**src/rtl/frame_rx_pkg.sv**
```systemverilog
package frame_rx_pkg;

  typedef enum logic [1:0] {
    RS_STOP  = 2'd0,
    RS_EXEC  = 2'd1,
    RS_PAUSE = 2'd2,
    RS_RSVD  = 2'd3
  } run_state_e;

  // Gate decision: open in Execute, or in Pause when Execute came before.
  function automatic logic gate_open(input logic protect,
                                     input logic [1:0] cur,
                                     input logic [1:0] prior);
    if (!protect) return 1'b1;
    if (cur == RS_EXEC) return 1'b1;
    if (cur == RS_PAUSE && prior == RS_EXEC) return 1'b1;
    return 1'b0;
  endfunction

endpackage

```
**src/rtl/frame_rx_gate.sv**
```systemverilog
module frame_rx_gate
  import frame_rx_pkg::*;
(
  input  logic       clk,
  input  logic       rst_n,
  input  logic       protect_en,
  input  logic [1:0] app_state,
  output logic       pass,
  output logic       blocked
);

  logic [1:0] prior_q;

  always_ff @(posedge clk) begin
    if (!rst_n) begin
      prior_q <= RS_STOP;
    end else if (app_state != RS_PAUSE) begin
      prior_q <= app_state;
    end
  end

  assign pass    = gate_open(protect_en, app_state, prior_q);
  assign blocked = !pass;

endmodule

```
**src/rtl/frame_rx_lane.sv**
```systemverilog
module frame_rx_lane #(
  parameter int DW        = 32,
  parameter int MAX_BURST = 254,
  parameter int CW        = $clog2(MAX_BURST + 1)
) (
  input  logic          clk,
  input  logic          rst_n,
  input  logic [DW:0]   word,
  input  logic          step_strobe,
  input  logic          pass,
  input  logic          blocked,
  input  logic          is_async,
  input  logic          sof_en,
  input  logic          sof_align,
  input  logic [DW-1:0] dflt,
  output logic [DW-1:0] o_data,
  output logic          o_valid,
  output logic          o_sof,
  output logic          o_ovf,
  output logic [CW-1:0] cnt_q,
  output logic          take
);

  localparam logic [CW-1:0] LIM = CW'(MAX_BURST);

  function automatic logic has_room(input logic burst, input logic [CW-1:0] n);
    return burst ? (n < LIM) : (n == '0);
  endfunction

  function automatic logic [CW-1:0] next_count(input logic [CW-1:0] n, input logic inc);
    return inc ? n + CW'(1) : n;
  endfunction

  logic [CW-1:0] base;
  logic          first;
  logic          room;
  logic          word_v;
  logic          drop_hit;

  logic          a_valid;
  logic          a_first;
  logic          a_def;
  logic [DW-1:0] a_data;

  assign word_v   = word[DW];
  assign base     = step_strobe ? '0 : cnt_q;
  assign first    = (base == '0);
  assign room     = has_room(is_async, base);
  assign take     = word_v && pass && room;
  assign drop_hit = word_v && pass && is_async && !room;

  always_ff @(posedge clk) begin
    if (!rst_n) begin
      cnt_q   <= '0;
      a_valid <= 1'b0;
      a_first <= 1'b0;
      a_def   <= 1'b0;
      a_data  <= '0;
      o_data  <= '0;
      o_valid <= 1'b0;
      o_sof   <= 1'b0;
      o_ovf   <= 1'b0;
    end else begin
      cnt_q   <= next_count(base, take);
      a_valid <= take;
      a_first <= first;
      a_def   <= blocked;
      a_data  <= word[DW-1:0];
      o_valid <= a_valid;
      if (a_valid) begin
        o_data <= a_data;
      end else if (a_def) begin
        o_data <= dflt;
      end
      o_sof <= sof_en && (sof_align ? (a_valid && a_first) : (take && first));
      o_ovf <= o_ovf || drop_hit;
    end
  end

endmodule

```
**src/rtl/frame_rx.sv**
```systemverilog
module frame_rx #(
  parameter int NPORTS    = 4,
  parameter int DW        = 32,
  parameter int MAX_BURST = 254
) (
  input  logic                 clk,
  input  logic                 rst_n,
  input  logic [NPORTS*33-1:0] port_word,
  input  logic                 step_strobe,
  input  logic [1:0]           app_state,
  input  logic                 protect_en,
  input  logic [NPORTS-1:0]    async_mask,
  input  logic [NPORTS-1:0]    sof_en_mask,
  input  logic                 sof_align,
  input  logic [31:0]          default_data,
  output logic [NPORTS*32-1:0] out_data,
  output logic [NPORTS-1:0]    out_valid,
  output logic [NPORTS-1:0]    out_sof,
  output logic [NPORTS-1:0]    overflow
);

  localparam int CW = $clog2(MAX_BURST + 1);
  localparam int WW = DW + 1;

  logic                 gate_pass;
  logic                 gate_block;
  logic [NPORTS*CW-1:0] lane_cnt;
  logic [NPORTS-1:0]    lane_take;

  frame_rx_gate u_gate (
    .clk        (clk),
    .rst_n      (rst_n),
    .protect_en (protect_en),
    .app_state  (app_state),
    .pass       (gate_pass),
    .blocked    (gate_block)
  );

  for (genvar i = 0; i < NPORTS; i++) begin : g_lane
    frame_rx_lane #(
      .DW        (DW),
      .MAX_BURST (MAX_BURST),
      .CW        (CW)
    ) u_lane (
      .clk         (clk),
      .rst_n       (rst_n),
      .word        (port_word[i*WW +: WW]),
      .step_strobe (step_strobe),
      .pass        (gate_pass),
      .blocked     (gate_block),
      .is_async    (async_mask[i]),
      .sof_en      (sof_en_mask[i]),
      .sof_align   (sof_align),
      .dflt        (default_data),
      .o_data      (out_data[i*DW +: DW]),
      .o_valid     (out_valid[i]),
      .o_sof       (out_sof[i]),
      .o_ovf       (overflow[i]),
      .cnt_q       (lane_cnt[i*CW +: CW]),
      .take        (lane_take[i])
    );
  end

endmodule

```
**config.mk**
```make
export PLATFORM = sky130hd
export DESIGN_NAME = frame_rx
export DESIGN_NICKNAME = d
export VERILOG_FILES = /design/src/rtl/frame_rx_pkg.sv /design/src/rtl/frame_rx_gate.sv /design/src/rtl/frame_rx_lane.sv /design/src/rtl/frame_rx.sv
export SDC_FILE = /design/constraint.sdc
export NUM_CORES = 1
export LEC_CHECK = 0
export ABC_AREA = 1
export BUFFER_PORTS_ARGS = -buffer_cell sky130_fd_sc_hd__buf_2
export CELL_PAD_IN_SITES_DETAIL_PLACEMENT = 0
export CELL_PAD_IN_SITES_GLOBAL_PLACEMENT = 1
export CORE_ASPECT_RATIO = 1.1
export CORE_MARGIN = 4
export CORE_UTILIZATION = 34
export CTS_CLUSTER_DIAMETER = 80
export DETAILED_ROUTE_END_ITERATION = 8
export PLACE_DENSITY_LB_ADDON = 0.3
export SYNTH_ARGS = -nofsm -noshare
export SYNTH_HDL_FRONTEND = slang
export SYNTH_HIERARCHICAL = 1
export SYNTH_SLANG_ARGS = --single-unit
```
**constraint.sdc**
```tcl
create_clock -name clk -period 1.4 [get_ports clk]
set_input_delay 0.14 -clock clk [delete_from_list [all_inputs] [get_ports clk]]
set_output_delay 0.14 -clock clk [all_outputs]
set_load 0.01 [all_outputs]
```
==> impl_metrics.yaml <==
outcome:
  outcome: "finished, violations left"
  violations: "setup timing"
drt:
  wl_met2_mm: 23.5
  wl_met3_mm: 2.71
  drtIter0Drc: 475
  postRouteAntennaNets: 0
  first_pass_iters: 4
  vias: 13376
  wl_met1_mm: 19.8
  highest_layer: "met5"
  drt-vias-per-instance: 4.44
  drt_wl_total_mm: 47.4
  routedWlPerCell_um: 15.7
  route.detailed.drc: 0
sta:
  fmax_ghz: 0.678
  final.setup_skew_ns: 0.0131
  finalSetupViolCount: 28
  setup_tns_ns: -0.770
  final_max_slew_viol_count: 0
  min_period_ns: 1.48
  tightest_slew_ns: 0.907
  rsz0062_at_grt: "yes"
  fin_ws_ns: -0.0753
  final-hold-violation-count: 0
  slew_headroom: 0.393
  fin_crit_sh: 1.05
  hold-worst-slack_ns: 0.0367
synth:
  syn_avg_cell_area_um2: 7.10
  synth_cells: 1922
  seq_area_frac_synth: 0.461
  postSynthNetCount: 2109
  yosys_warnings: 6
  synth-seq-cells: 314
  yosysUniqueCellTypes: 29
  synth_area_um2: 13600
setup_path:
  crit_type: "reg -> reg"
  required_ns: 1.83
  worst_ep_arrival_time_ns: 1.91
  path_max_fanout: 7
  end_kind: "flop"
  cp-start-kind: "flop"
final_layout:
  regArea_um2: 6300
  multi_input_area_um2: 5750
  drive_gt1_frac: 0.282
  fin_nets: 2663
  num-fill-cells: 3852
  syn2layout_area_growth_pct: 47.9
floorplanning:
  start_util: 0.347
  rows: 76
  core_area_um2: 39400
  ios: 319
  dieHeight_um: 218
  dieArea_um2: 43400
  die_w_um: 199
clock_network:
  clk_pin_slew_worst_paths_ns: 0.06
  htreeDepth: 2
  cts.sinks: 314
  cts_buffer_depth: 3
  clk_latency_ns: 0.54
  cts_tree: "done"
  ctsRootBufferMaster: "clkbuf_16"
  cts_buffers: 37
pwr:
  p_leak_nw: 10.7
  ir_drop_mv: 1.01
  power_density_nw_per_um2: 1140
global_route:
  antenna_found_initial: 6
  grt_max_degree: 74
  grt_pass1_wl_mm: 72.4
  grt_pass1_vias: 13475
  grt-ovfl-total: 0
  grt_use_total: 0.212
placement:
  place.gp.congestion: 0.845
  io_buffer_count: 318
  dp_hpwl_mm: 33.5
hold_path:
  min_path_type: "in -> reg"
run:
  maxCapViolCount: 0
## critical path, cell delays in order, from the launching register on
cell	delay, ns
dfxtp_2	0.34
inv_2	0.05
nor2_4	0.14
inv_2	0.07
ha_4	0.16
nand2_4	0.06
nor2_4	0.04
nand2_4	0.09
nand2_8	0.11
nand2_8	0.12
clkinv_4	0.06
nor2_2	0.07
nor2_1	0.05
## path summary, 6_finish.rpt
| kind | startpoint | end | slack (ns) | cells past startpoint |
|---|---|---|---|---|
| worst max-delay path | g_lane[3].u_lane/cnt_q[0]$_SDFF_PN0_ | g_lane[3].u_lane/cnt_q[1]$_SDFF_PN0_ | -0.08 | 12 |
| worst min-delay path | async_mask[2] | g_lane[2].u_lane/o_ovf$_SDFF_PN0_ | 0.04 | 5 |
| worst max register to register | g_lane[3].u_lane/cnt_q[0]$_SDFF_PN0_ | g_lane[3].u_lane/cnt_q[1]$_SDFF_PN0_ | -0.08 | 12 |
| worst min register to register | g_lane[1].u_lane/o_ovf$_SDFF_PN0_ | g_lane[1].u_lane/o_ovf$_SDFF_PN0_ | 0.45 | 2 |
## Yosys cell counts, drive strengths merged
| cell type | n | share of area |
|---|---|---|
| nand2 | 533 | 0.16 |
| inv | 460 | 0.13 |
| dfxtp | 314 | 0.46 |
| nand3 | 137 | 0.053 |
| o21ai | 124 | 0.047 |
| nor2 | 119 | 0.041 |
| o211ai | 72 | 0.040 |
| clkbuf | 64 | 0.018 |
| a21oi | 37 | 0.017 |
| buf | 28 | 0.012 |
| ha | 8 | 0.0073 |
| nand4 | 8 | 0.0037 |
| xor2 | 8 | 0.0051 |
| clkinv | 4 | 0.0026 |
| or2 | 4 | 0.0018 |
| a21boi | 1 | 0.00055 |
| nor3 | 1 | 0.00037 |
## layout by cell type, fill, tap and decap left out, types with 23 or more instances in the layout
cell,instances
buf_4,106
o21ai_0,58
dfxtp_1,302
buf_12,24
dlygate4sd3_1,147
nand2_2,26
nand3_1,109
nor2_4,23
nand2_1,481
o211ai_1,72
nand3_2,23
o21ai_1,58
clkbuf_16,39
inv_1,440
buf_2,317
nor2_1,85
## registers in the layout, summed over array words and instances (netlist names)
| name | count |
|---|---|
| g_lane.u_lane/a_valid | 4 |
| g_lane.u_lane/a_data | 128 |
| g_lane.u_lane/o_sof | 4 |
| g_lane.u_lane/o_valid | 4 |
| g_lane.u_lane/cnt_q | 32 |
| g_lane.u_lane/a_def | 4 |
| g_lane.u_lane/o_data | 128 |
| g_lane.u_lane/o_ovf | 4 |
| u_gate/prior_q | 2 |
| g_lane.u_lane/a_first | 4 |
## stage by stage
step           std cells  area (um2)  total power, mW  setup WS (ns)   util
2_1_floorplan       1922       13700             11.1        0.00722      -
3_3_place_gp        2766       16600             12.4         -0.138  0.421
3_5_place_dp        2766       16600             12.4         -0.156  0.421
4_1_cts             2990       19700             23.1        -0.0423  0.499
5_1_grt             3010       20200             23.9         -0.158  0.512
6_report            3011       20200             22.9        -0.0753  0.513
## routing by layer
metal / GRT usage / vias up
met2: 0.376 / 303
met4: 0.0661 / 6
met5: 0 / -
li1: - / 6879
met3: 0.0509 / 81
met1: 0.252 / 6107
## power by group
| group | switching [mW] | internal, mW |
|---|---|---|
| Sequential | 0.214 | 9.40 |
| Combinational | 1.75 | 1.43 |
| Clock | 3.81 | 6.31 |
## logic make-up (layout without fill, tap and decap cells)
| group | count (synthesis) | after routing | share of synthesized area |
|---|---|---|---|
| DFF | 314 | 314 | 0.461 |
| xor gates and xnor gates | 8 | 8 | 0.00513 |
| other | 0 | 3 | 0 |
| AOI/OAI and AO/OA | 234 | 234 | 0.104 |
| buffers and inverters | 556 | 1131 | 0.158 |
| and+or+nand+nor | 802 | 806 | 0.265 |
| adders and majority gates | 8 | 8 | 0.00734 |
## timing repair
action | 4_1_cts | 5_1_grt
hold endpoints to repair | 151 | 0
gates resized for setup | 42 | 84
hold buffers | 147 | 0
setup endpoints to repair | 37 | 40
gates cloned | 4 | 0
buffers inserted | 9 | 18
pin swaps | 34 | 42
## final cells by class
| class | instances | share of cell area |
|---|---|---|
| well taps | 507 | 0.0314 |
| inverters | 464 | 0.0876 |
| clock inverters | 7 | 0.00719 |
| diodes | 3 | 0.000372 |
| clock buffers | 57 | 0.0562 |
| multi-input cells | 1056 | 0.285 |
| flip-flops and latches | 314 | 0.312 |
| repair buffers | 603 | 0.220 |
Power figures use the tool's default switching activity.
